<file path="src/rtl/lcdc_pkg.sv">
package lcdc_pkg;
   typedef enum logic [1:0] {
      PH_FGAP = 2'd0,
      PH_LEAD = 2'd1,
      PH_PIX  = 2'd2,
      PH_TAIL = 2'd3
   } phase_e;

   function automatic int max_of4(input int a, input int b, input int c, input int d);
      int m;
      m = a;
      if (b > m) m = b;
      if (c > m) m = c;
      if (d > m) m = d;
      return m;
   endfunction
endpackage

</file>
<file path="src/rtl/lcdc_seq.sv">
module lcdc_seq
   import lcdc_pkg::*;
#(
   parameter int COLS = 320,
   parameter int ROWS = 240,
   parameter int FGAP = 4235,
   parameter int LEAD = 20,
   parameter int TAIL = 35
) (
   input  logic clk,
   input  logic rst_n,
   input  logic adv,
   output logic in_pix,
   output logic first_pix
);
   localparam int MAXLEN = max_of4(FGAP, LEAD, ROWS, TAIL);
   localparam int CW     = $clog2(MAXLEN + 1);
   localparam int COLW   = (COLS > 1) ? $clog2(COLS) : 1;

   phase_e            ph_q;
   logic [CW-1:0]     cnt_q;
   logic [COLW-1:0]   col_q;
   logic [CW-1:0]     last_c;
   logic              col_last;

   always_comb begin
      case (ph_q)
         PH_FGAP: last_c = CW'(FGAP - 1);
         PH_LEAD: last_c = CW'(LEAD - 1);
         PH_PIX:  last_c = CW'(ROWS - 1);
         default: last_c = CW'(TAIL - 1);
      endcase
   end

   assign col_last  = (col_q == COLW'(COLS - 1));
   assign in_pix    = (ph_q == PH_PIX);
   assign first_pix = in_pix && (cnt_q == '0) && (col_q == '0);

   always_ff @(posedge clk) begin
      if (!rst_n) begin
         ph_q  <= PH_FGAP;
         cnt_q <= '0;
         col_q <= '0;
      end else if (adv) begin
         if (cnt_q != last_c) begin
            cnt_q <= cnt_q + 1'b1;
         end else begin
            cnt_q <= '0;
            case (ph_q)
               PH_FGAP: ph_q <= PH_LEAD;
               PH_LEAD: ph_q <= PH_PIX;
               PH_PIX:  ph_q <= PH_TAIL;
               default: begin
                  if (col_last) begin
                     ph_q  <= PH_FGAP;
                     col_q <= '0;
                  end else begin
                     ph_q  <= PH_LEAD;
                     col_q <= col_q + 1'b1;
                  end
               end
            endcase
         end
      end
   end

   AST_CNT_IN_PHASE: assert property (@(posedge clk) disable iff (!rst_n)
      cnt_q <= last_c);
   AST_COL_IN_RANGE: assert property (@(posedge clk) disable iff (!rst_n)
      col_q <= COLW'(COLS - 1));
   AST_FREEZE_NO_CE: assert property (@(posedge clk) disable iff (!rst_n)
      !adv |=> $stable(cnt_q) && $stable(ph_q) && $stable(col_q));
   AST_GAP_AFTER_TAIL: assert property (@(posedge clk) disable iff (!rst_n)
      adv && ph_q == PH_TAIL && cnt_q == last_c && col_last |=> ph_q == PH_FGAP);
endmodule

</file>
<file path="src/rtl/lcdc_pix.sv">
module lcdc_pix #(
   parameter int DW = 18
) (
   input  logic          clk,
   input  logic          rst_n,
   input  logic          adv,
   input  logic          in_pix,
   input  logic          first_pix,
   input  logic          px_valid,
   input  logic [DW-1:0] px_data,
   output logic          px_ready,
   output logic          lcd_de,
   output logic [DW-1:0] lcd_data,
   output logic          frame_start,
   output logic          underflow
);
   logic slot;
   assign slot     = adv && in_pix;
   assign px_ready = slot;

   always_ff @(posedge clk) begin
      if (!rst_n) begin
         lcd_de      <= 1'b0;
         lcd_data    <= '0;
         frame_start <= 1'b0;
         underflow   <= 1'b0;
      end else begin
         frame_start <= slot && first_pix;
         if (adv) lcd_de <= in_pix;
         if (slot && px_valid) lcd_data <= px_data;
         if (slot && !px_valid) underflow <= 1'b1;
      end
   end

   AST_UNDERFLOW_STICKY: assert property (@(posedge clk) disable iff (!rst_n)
      underflow |=> underflow);
   AST_FS_ONE_CLOCK: assert property (@(posedge clk) disable iff (!rst_n)
      frame_start |=> !frame_start);
   AST_FS_WITH_DE: assert property (@(posedge clk) disable iff (!rst_n)
      frame_start |-> lcd_de);
   AST_BUS_HOLD: assert property (@(posedge clk) disable iff (!rst_n)
      !(px_valid && px_ready) |=> $stable(lcd_data));
   AST_DE_HOLD: assert property (@(posedge clk) disable iff (!rst_n)
      !adv |=> $stable(lcd_de));
endmodule

</file>
<file path="src/rtl/lcdc_col_timing.sv">
module lcdc_col_timing #(
   parameter int COLS = 320,
   parameter int ROWS = 240,
   parameter int FGAP = 4235,
   parameter int LEAD = 20,
   parameter int TAIL = 35,
   parameter int DW   = 18
) (
   input  logic          clk,
   input  logic          rst_n,
   input  logic          pix_ce,
   input  logic          px_valid,
   input  logic [DW-1:0] px_data,
   output logic          px_ready,
   output logic          lcd_de,
   output logic [DW-1:0] lcd_data,
   output logic          frame_start,
   output logic          underflow
);
   generate
      if (COLS < 1 || ROWS < 1) begin : g_bad_geom
         $error("lcdc_col_timing: COLS and ROWS must be at least 1");
      end
      if (FGAP < 1 || LEAD < 1 || TAIL < 1) begin : g_bad_gap
         $error("lcdc_col_timing: every gap must last at least one strobe");
      end
      if (DW < 1) begin : g_bad_dw
         $error("lcdc_col_timing: DW must be positive");
      end
   endgenerate

   logic in_pix;
   logic first_pix;

   lcdc_seq #(
      .COLS(COLS), .ROWS(ROWS), .FGAP(FGAP), .LEAD(LEAD), .TAIL(TAIL)
   ) seq_i (
      .clk       (clk),
      .rst_n     (rst_n),
      .adv       (pix_ce),
      .in_pix    (in_pix),
      .first_pix (first_pix)
   );

   lcdc_pix #(.DW(DW)) pix_i (
      .clk         (clk),
      .rst_n       (rst_n),
      .adv         (pix_ce),
      .in_pix      (in_pix),
      .first_pix   (first_pix),
      .px_valid    (px_valid),
      .px_data     (px_data),
      .px_ready    (px_ready),
      .lcd_de      (lcd_de),
      .lcd_data    (lcd_data),
      .frame_start (frame_start),
      .underflow   (underflow)
   );

   AST_READY_ONLY_ON_CE: assert property (@(posedge clk) disable iff (!rst_n)
      px_ready |-> pix_ce);
   AST_READY_DE_NEXT: assert property (@(posedge clk) disable iff (!rst_n)
      px_ready |=> lcd_de);
endmodule

</file>
<file path="config.mk">
export PLATFORM = sky130hd
export DESIGN_NAME = lcdc_col_timing
export DESIGN_NICKNAME = d
export VERILOG_FILES = /design/src/rtl/lcdc_pkg.sv /design/src/rtl/lcdc_seq.sv /design/src/rtl/lcdc_pix.sv /design/src/rtl/lcdc_col_timing.sv
export SDC_FILE = /design/constraint.sdc
export NUM_CORES = 1
export LEC_CHECK = 0
export BUFFER_PORTS_ARGS = -buffer_cell sky130_fd_sc_hd__buf_2
export CAP_MARGIN = 0
export CELL_PAD_IN_SITES_DETAIL_PLACEMENT = 1
export CELL_PAD_IN_SITES_GLOBAL_PLACEMENT = 2
export CORE_AREA = 2 2 87 89
export CTS_CLUSTER_SIZE = 20
export DETAILED_ROUTE_END_ITERATION = 7
export DIE_AREA = 0 0 89 91
export PLACE_DENSITY_LB_ADDON = 0.1
export SYNTH_ARGS = -nofsm -noshare
export SYNTH_HDL_FRONTEND = slang
export SYNTH_SLANG_ARGS = --single-unit
</file>
<file path="constraint.sdc">
create_clock -name clk -period 2.6 [get_ports clk]
set_input_delay 0.52 -clock clk [delete_from_list [all_inputs] [get_ports clk]]
set_output_delay 0.52 -clock clk [all_outputs]
set_load 0.03 [all_outputs]
</file>
==> results of run 1 <==
final timing paths:
kind | from | to | slack, ns
worst max-delay path | seq_i.ph_q[0]$_SDFFE_PN0P_ | seq_i.col_q[7]$_SDFFE_PN0P_ | 0.24
worst max register to register | seq_i.ph_q[0]$_SDFFE_PN0P_ | seq_i.col_q[7]$_SDFFE_PN0P_ | 0.24
worst min-delay path | px_data[4] | pix_i.lcd_data[4]$_SDFFE_PN0P_ | 0.45
worst min register to register | pix_i.lcd_data[0]$_SDFFE_PN0P_ | pix_i.lcd_data[0]$_SDFFE_PN0P_ | 0.45
area by class of cell:
class	count	area (um^2)
fillers	892	4540
flip-flops and latches	45	903
clock buffers	6	82.6
clock inverters	2	37.5
inverters	13	48.8
multi-input cells	188	1140
repair buffers	47	258
well taps	99	124
placed cells by master (no fill, tap or decap), types with 4 or more instances in the layout:
| master | Yosys | routed |
|---|---|---|
| a21oi_1 | 27 | 27 |
| buf_2 | 3 | 43 |
| clkbuf_8 | 0 | 6 |
| dfxtp_1 | 45 | 43 |
| ha_1 | 11 | 11 |
| inv_1 | 13 | 13 |
| mux2i_1 | 4 | 4 |
| nand2_1 | 48 | 48 |
| nand3_1 | 9 | 9 |
| nand4_1 | 7 | 7 |
| nor2_1 | 24 | 24 |
| nor3_1 | 5 | 5 |
| o21ai_1 | 4 | 4 |
| or3_1 | 5 | 5 |
| xnor2_1 | 5 | 5 |
| xor2_1 | 8 | 8 |
cells by family after synthesis:
group | count (synthesis)
compound gates | 39
xor+xnor | 15
simple gates | 118
flops | 45
buf+inv | 23
fa+ha+maj | 11
mux | 5
layer usage:
layer  wire (um)  vias to the layer above
met5           0                        -
met4          43                        0
met3         200                        4
met2        2490                       23
met1        2660                      880
li1            -                      952
sequential cells by signal (all words and copies together), names as in the netlist:
| name | cells |
|---|---|
| pix_i.frame_start | 1 |
| pix_i.lcd_data | 18 |
| pix_i.lcd_de | 1 |
| pix_i.underflow | 1 |
| seq_i.ph_q | 2 |
| seq_i.cnt_q | 13 |
| seq_i.col_q | 9 |
power by group through the flow:
stage	Sequential (mW)	Clock (mW)	Combinational, mW
floorplan	0.713	0	0.0278
global placement	0.715	0	0.0561
detailed placement	0.715	0	0.0560
CTS	0.698	0.582	0.0562
global route	0.699	0.613	0.0621
finish	0.698	0.562	0.0548
per-stage QoR:
stage	setup WS (ns)	cells	power (mW)	hold slack, ns
after floorplan	0.505	256	0.740	0.463
after global placement	0.289	392	0.771	0.440
after detailed placement	0.158	392	0.771	0.443
after CTS	0.151	400	1.34	0.440
after global routing	0.0336	400	1.37	0.440
final	0.244	400	1.32	0.447
critical path, delay by kind of cell, from the launching register on:
family	cells	cell delay, ns
AND/OR/NAND/NOR	3	1.10
flip-flops	1	0.39
adder cells (fa/ha/maj)	1	0.35
XOR/XNOR	1	0.18
AO/OA/AOI/OAI	1	0.15
buffers and inverters	1	0.12
==> qor.yml, run 1 <==
dp_hpwl_um: 4030
cts_tree: "done"
seq_power_share_pct: 53.1
wl_per_cell_um: 13.5
yosysUniqueCellTypes: 41
ys_seq_area_share_pct: 42.1
grt_overflow: 0
synth-main-ff-cell: "dfxtp_1"
synth_edf_count: 0
fin_area_um2: 2600
holdPathStages: 3
fin_nets: 333
swShare_pct: 21.8
rows: 31
area_delta_synth_final_pct: 21.3
cts_max_path_buffers: 2
place_area_um2: 2470
status: "finished clean"
n_antenna_cell: 0
synth_most_common_cell: "nand2_1"
tightest_slew_ns: 0.700
antenna_found_initial: 0
cts-hold-fix-buffers: 0
drtIter0Drc: 76
p_switching_uw: 286
worstPathRequired_ns: 2.83
synth_top_family_by_area: "simple AND/OR/NAND/NOR gates"
ys_warn_count: 0
fin_util_pct: 36.4
core_area_um2: 7140
yosysTopAreaCellShare_pct: 42.1
p_comb_share_pct: 4.2
synth-simple-area-share_pct: 27.1
cpPeakStageDelay_ns: 0.50
setup_viol: 0
worstPathCellList: "inv_1, ha_1, xor2_1, nor4_2, nand4_4, or4_1, a21oi_1"
drive_gt1_share_pct: 22.3
die-area_um2: 8100
crit_path_max_fanout: 7
finalCritPeriodShare_pct: 90.6
critPathKind: "flop to flop"
rsz0062_at_grt: "false"
drt-vias-per-instance: 4.65
synth_area_leader_cell: "dfxtp_1"
met3_usage_pct: 3.73
die_w_um: 89
syn_area_per_cell_um2: 8.37
path_clk_slew_ns: 0.09
synth_adder_area_share_pct: 6.43
io_pins: 44
clock-sinks: 45
drtAntennaViolNets: 0
grt_use_total_pct: 14.2
min_path_type: "primary input to flop"
period_needed_ns: 2.36
fp.dieH_um: 91
met1_usage_pct: 19.5
vdd_drop_max_uv: 270
insertion_delay_ns: 0.30
grt_pass1_wl_um: 9010
synth_cells: 256
grt_pass1_vias: 1824
drt-pass1-iter-count: 4
cp_slowest_cell: "or4_1"
grt_max_degree: 19
clock-root-buffer: "clkbuf_8"
rr_worst_depth: 7
worstSetupEndpointType: "flop"
top_usage_layer: "met2"
slew_headroom_pct: 53.3
synthXorXnorAreaFrac_pct: 6.83
synthMuxAreaShare_pct: 2.39
arrival_ns: 2.59
port_buffers: 43
htreeDepth: 2
maxSlewViolCount: 0
syn_area_um2: 2140
cts-resized-gates: 0
start_kind: "flop"
use_met2_pct: 22.5
ys_ff_latch: 45
synth_compound_area_share_pct: 10.3
power.density_nw_per_um2: 506
leakagePower_nw: 1.05
place.gp.congestion: 0.727
cts_setup_buffers: 0
report.final.hold_viol_count: 0
setup_tns_ns: 0
synth-async-reset-ratio_pct: 0
wirelength_um: 5390
ys_top_cells_by_area: "dfxtp_1 (42%), nand2_1 (8.4%), ha_1 (6.4%)"
cts_buffers: 5
syn-num-nets: 289
synthTopCellsByCount: "nand2_1 (48), dfxtp_1 (45), a21oi_1 (27), nor2_1 (24), inv_1 (13)"
drv_cap: 0
p_int_mw: 1.03
drc_errors: 0
initial_core_util_pct: 30.0
fmax_mhz: 425
pwr-share-clk_pct: 42.7
fin_skew_ns: 0.00649
vias: 1859
Note: power is estimated with default switching activity, not from simulation.
==> run 2: changes to the inputs <==
Settings changed: CORE_AREA 2 2 87 89 to 8 8 102 104, DIE_AREA 0 0 89 91 to 0 0 110 112.
==> run 2 against run 1 <==
- core utilization fell by 7.1 points
- worst setup slack improved by 0.036 ns
- power fell by 0.87%
- non-clock buffer count rose by 3
- first-iteration DRC count fell by 26%
- sequential power barely moved
- cell count rose by 3.8%
- via count rose by 1.9%
- flip-flop and latch count did not move
- critical path depth rose by 1
- design area rose by 0.39%
- fmax rose by 1.6%
==> qor.yml, run 2 (synthesis gave the netlist of run 1 again) <==
status: "finished clean"
regMostFlops: "pix_i.lcd_data"
crit_path_max_fanout: 8  # +1
fin_skew_ns: 0.00673  # +0.000235 ns
final_common_cell: "nand2_1"
drtIter0Drc: 56  # -26%
drt-vias-per-instance: 4.57  # -1.7%
regArea_um2: 902  # -0.14%
final_cell_count_no_fill: 415  # +3.8%
report.final.hold_viol_count: 0  # unchanged
core_area_um2: 8890  # +25%
initial_core_util_pct: 24.1  # -5.9 points
vias: 1895  # +1.9%
htreeDepth: 2  # unchanged
rsz0062_at_grt: "false"
cts_max_path_buffers: 2  # unchanged
die-area_um2: 12300  # +52%
worstPathRequired_ns: 2.83  # about the same
fin_nets: 336  # +0.90%
start_kind: "flop"
fillers: 1091  # +22%
finalCritPeriodShare_pct: 89.2  # -1.4 points
n_antenna_cell: 0  # unchanged
clock-sinks: 45  # unchanged
grt_max_degree: 30  # +11
worst-r2r-setup-slack_ns: 0.28  # +0.04 ns
drv_cap: 0  # unchanged
insertion_delay_ns: 0.30  # about the same
area_delta_synth_final_pct: 21.8
multi_input_area_um2: 1140  # -0.77%
critPathKind: "flop to flop"
grt_pass1_wl_um: 10000  # +11%
setup_tns_ns: 0  # unchanged
cts-hold-fix-buffers: 0  # unchanged
maxSlewViolCount: 0  # unchanged
port_buffers: 43  # unchanged
drc_errors: 0  # unchanged
min_path_type: "primary input to flop"
layout_common_cells: "nand2_1 (48), dfxtp_1 (44), buf_2 (43)"
cts_setup_buffers: 0  # unchanged
dp_hpwl_um: 4510  # +12%
drive_gt1_share_pct: 22.7  # +0.44 points
power_mw: 1.30  # -0.87%
fp.dieH_um: 112  # +23%
clock-root-buffer: "clkbuf_8"
vdd_drop_max_uv: 204  # -25%
setup_viol: 0  # unchanged
rr_worst_depth: 8  # +1
die_w_um: 110  # +24%
tightest_slew_ns: 0.419  # -0.280 ns
grt_overflow: 0  # unchanged
wl_per_cell_um: 14.4  # +6.9%
largest_reg_flops: 18  # unchanged
holdPathStages: 3  # unchanged
dp_cells: 407  # +3.8%
fmax_mhz: 431  # +1.6%
dp_slack_ns: 0.189  # +0.0308 ns
place.gp.congestion: 0.688  # -5.3%
rows: 35  # +13%
reg_top3: "pix_i.lcd_data (18), seq_i.cnt_q (13), seq_i.col_q (9)"
grt_use_total_pct: 10.3  # -4.0 points
drtAntennaViolNets: 0  # unchanged
slew_headroom_pct: 71.8  # +18 points
period_needed_ns: 2.32  # -0.0363 ns
drt-pass1-iter-count: 4  # unchanged
leakagePower_nw: 1.04  # -0.89%
arrival_ns: 2.55  # -0.04 ns
setup_slack_ns: 0.281  # +0.0363 ns
power.density_nw_per_um2: 500  # -1.3%
wirelength_um: 5980  # +11%
cts-resized-gates: 0  # unchanged
path_clk_slew_ns: 0.10  # about the same
fin_util_pct: 29.3  # -7.1 points
grt_pass1_vias: 1991  # +9.2%
cts_tree: "done"
antenna_found_initial: 0  # unchanged
io_pins: 44  # unchanged
cts_buffers: 5  # unchanged
worstSetupEndpointType: "flop"
run 2: cell count changes in the layout (fill, tap and decap cells not counted), sizes merged:
cell	before	now
buf	47	50
clkbuf	6	5
clkinv	0	1
run 2: path summary, 6_finish.rpt:
kind / from / endpoint
max: seq_i.ph_q[0]$_SDFFE_PN0P_ / seq_i.col_q[2]$_SDFFE_PN0P_
min: px_data[13] / pix_i.lcd_data[13]$_SDFFE_PN0P_
max reg2reg: seq_i.ph_q[0]$_SDFFE_PN0P_ / seq_i.col_q[2]$_SDFFE_PN0P_
min reg2reg: pix_i.lcd_data[4]$_SDFFE_PN0P_ / pix_i.lcd_data[4]$_SDFFE_PN0P_
run 2: layout make-up:
class                           instances  share of cell area (%)
Clock buffer                            5                    2.64
Multi-Input combinational cell        188                    43.5
Inverter                               13                    1.87
Sequential cell                        45                    34.6
Clock inverter                          3                    1.77
Tap cell                              111                    5.32
Timing Repair Buffer                   50                    10.3
run 2: critical path, cell delays in order, from the launching register on:
cell and delay (ns):
dfxtp_2 0.41, inv_1 0.11, ha_1 0.26, or3_1 0.37, a22oi_2 0.21, nand4_2 0.23, buf_4 0.23, or3_1 0.30
a21oi_1 0.14
run 2: power breakdown:
part           internal [mW]  switching, mW  leakage, nW
sequential             0.692        0.00628        0.363
combinational         0.0237         0.0306        0.626
clock                  0.288          0.263       0.0543
total                   1.00          0.300         1.04
run 2: stage by stage:
| stage | hold WS (ns) | area (um^2) |
|---|---|---|
| floorplan | 0.463 | 2140 |
| global placement | 0.442 | 2490 |
| detailed placement | 0.448 | 2490 |
| CTS | 0.434 | 2610 |
| global route | 0.430 | 2610 |
| finish | 0.446 | 2610 |
run 2: metal layers:
metal,part of all wire [%],global-route usage (%)
met4,0.62,2.97
met2,47,16.6
met1,47,12.8
met3,5.1,2.77
met5,0,0
==> run 3: changes to the inputs <==
Settings changed: RECOVER_POWER set to 25.
==> run 3 against run 2 <==
- design area fell by 0.67%
- clock-buffer cell count did not move
- hold slack barely moved
- wire length rose by 0.28%
- cell count did not move
- critical endpoint unchanged
- largest cell class unchanged
- largest power group unchanged
- highest routed layer unchanged
==> qor.yml, run 3 (synthesis gave the netlist of run 1 again) <==
largest_reg_flops: 18  # unchanged
path_clk_slew_ns: 0.10  # about the same
cts_setup_buffers: 0  # unchanged
cpMostUsedCell: "or3_1"
fmax_mhz: 431  # about the same
drt-vias-per-instance: 4.57  # about the same
htreeDepth: 2  # unchanged
antenna_found_initial: 0  # unchanged
drc_errors: 0  # unchanged
setup_tns_ns: 0  # unchanged
grt_use_total_pct: 10.3  # unchanged
period_needed_ns: 2.32  # +0.0000930 ns
setup_viol: 0  # unchanged
rr_worst_depth: 8  # unchanged
p_switching_uw: 300  # about the same
insertion_delay_ns: 0.30  # about the same
port_buffers: 43  # unchanged
pwr-share-clk_pct: 42.3  # about the same
regMostFlops: "pix_i.lcd_data"
clock-sinks: 45  # unchanged
place.gp.congestion: 0.688  # unchanged
timing.hold.ws_ns: 0.445  # -0.0000890 ns
cts_buffers: 5  # unchanged
drt-pass1-iter-count: 4  # unchanged
cts_max_path_buffers: 2  # unchanged
report.final.hold_viol_count: 0  # unchanged
crit_path_max_fanout: 8  # unchanged
leakagePower_nw: 0.981  # -5.9%
drtAntennaViolNets: 0  # unchanged
p_comb_share_pct: 4.2  # about the same
drtIter0Drc: 58  # +3.6%
drv_cap: 0  # unchanged
critPathKind: "flop to flop"
core_area_um2: 8890  # unchanged
clock-root-buffer: "clkbuf_8"
fin_util_pct: 29.1  # -0.20 points
cp_slowest_cell: "dfxtp_2"
n_antenna_cell: 0  # unchanged
cpPeakStageDelay_ns: 0.41  # about the same
rows: 35  # unchanged
maxSlewViolCount: 0  # unchanged
wirelength_um: 5990  # +0.28%
worstPathRequired_ns: 2.83  # about the same
cts-hold-fix-buffers: 0  # unchanged
die_w_um: 110  # unchanged
dp_cells: 407  # unchanged
drive_gt1_share_pct: 18.1  # -4.6 points
power.density_nw_per_um2: 503  # +0.69%
grt_pass1_wl_um: 10000  # unchanged
p_int_mw: 1.00  # about the same
slew_headroom_pct: 71.8  # unchanged
worstSetupEndpointType: "flop"
area_delta_synth_final_pct: 21.0
die-area_um2: 12300  # unchanged
finalCritPeriodShare_pct: 89.2  # about the same
holdPathStages: 3  # unchanged
fin_nets: 336  # unchanged
grt_max_degree: 30  # unchanged
grt_pass1_vias: 1991  # unchanged
fp.dieH_um: 112  # unchanged
tightest_slew_ns: 0.419  # unchanged
fin_skew_ns: 0.00679  # +0.0000617 ns
io_pins: 44  # unchanged
power_mw: 1.30  # about the same
dp_hpwl_um: 4510  # unchanged
initial_core_util_pct: 24.1  # unchanged
reg_top3: "pix_i.lcd_data (18), seq_i.cnt_q (13), seq_i.col_q (9)"
status: "finished clean"
arrival_ns: 2.55  # about the same
swShare_pct: 23.0  # about the same
min_path_type: "primary input to flop"
final_common_cell: "nand2_1"
rsz0062_at_grt: "false"
grt_overflow: 0  # unchanged
vias: 1896  # +0.053%
wl_per_cell_um: 14.4  # +0.28%
seq_power_share_pct: 53.5  # about the same
cts_tree: "done"
start_kind: "flop"
final_cell_count_no_fill: 415  # unchanged
layout_common_cells: "nand2_1 (48), dfxtp_1 (44), buf_2 (29)"
cts-resized-gates: 0  # unchanged
worstPathCellList: "inv_1, ha_1, or3_1, a22oi_2, nand4_2, buf_4, or3_1, a21oi_1"
vdd_drop_max_uv: 204  # about the same
run 3: cell count changes in the layout (fill, tap and decap cells not counted):
| cell | previous run | this run |
|---|---|---|
| buf_2 | 43 | 29 |
| clkbuf_1 | 0 | 14 |
run 3: final timing paths:
| check | from | endpoint | slack [ns] |
|---|---|---|---|
| setup / recovery | seq_i.ph_q[0]$_SDFFE_PN0P_ | seq_i.col_q[2]$_SDFFE_PN0P_ | 0.28 |
| hold / removal | px_data[13] | pix_i.lcd_data[13]$_SDFFE_PN0P_ | 0.45 |
| setup reg to reg | seq_i.ph_q[0]$_SDFFE_PN0P_ | seq_i.col_q[2]$_SDFFE_PN0P_ | 0.28 |
| hold reg to reg | pix_i.lcd_data[4]$_SDFFE_PN0P_ | pix_i.lcd_data[4]$_SDFFE_PN0P_ | 0.46 |
run 3: power by group through the flow:
stage	registers [mW]	clock network (mW)	logic [mW]
after global routing	0.700	0.611	0.0625
after CTS	0.699	0.578	0.0566
after detailed placement	0.715	0	0.0563
after global placement	0.715	0	0.0563
after floorplan	0.713	0	0.0278
final	0.698	0.552	0.0543
run 3: critical path: cells and delay by family, from the launching register on:
family	cells	cell delay (ns)
adders and majority gates	1	0.26
buffers and inverters	2	0.34
and+or+nand+nor	3	0.90
DFF	1	0.41
AOI/OAI and AO/OA	2	0.35
run 3: final cells by class:
cell class	count	area, um^2
repair buffers	50	250
well taps	111	139
clock buffers	5	68.8
inverters	13	48.8
clock inverters	3	46.3
fillers	1091	6300
flip-flops and latches	45	902
multi-input cells	188	1140
run 3: metrics by stage:
| step | worst slack, ns | cell area, um^2 |
|---|---|---|
| final | 0.281 | 2590 |
| after global routing | 0.0470 | 2590 |
| after CTS | 0.148 | 2610 |
| after detailed placement | 0.189 | 2490 |
| after global placement | 0.268 | 2490 |
| after floorplan | 0.505 | 2140 |
run 3: routing by layer:
metal | up-vias | track usage, % | share of wire, %
li1 | 967 | - | -
met1 | 904 | 12.8 | 47
met2 | 23 | 16.6 | 47
met3 | 2 | 2.77 | 5.1
met4 | 0 | 2.97 | 0.62
met5 | - | 0 | 0
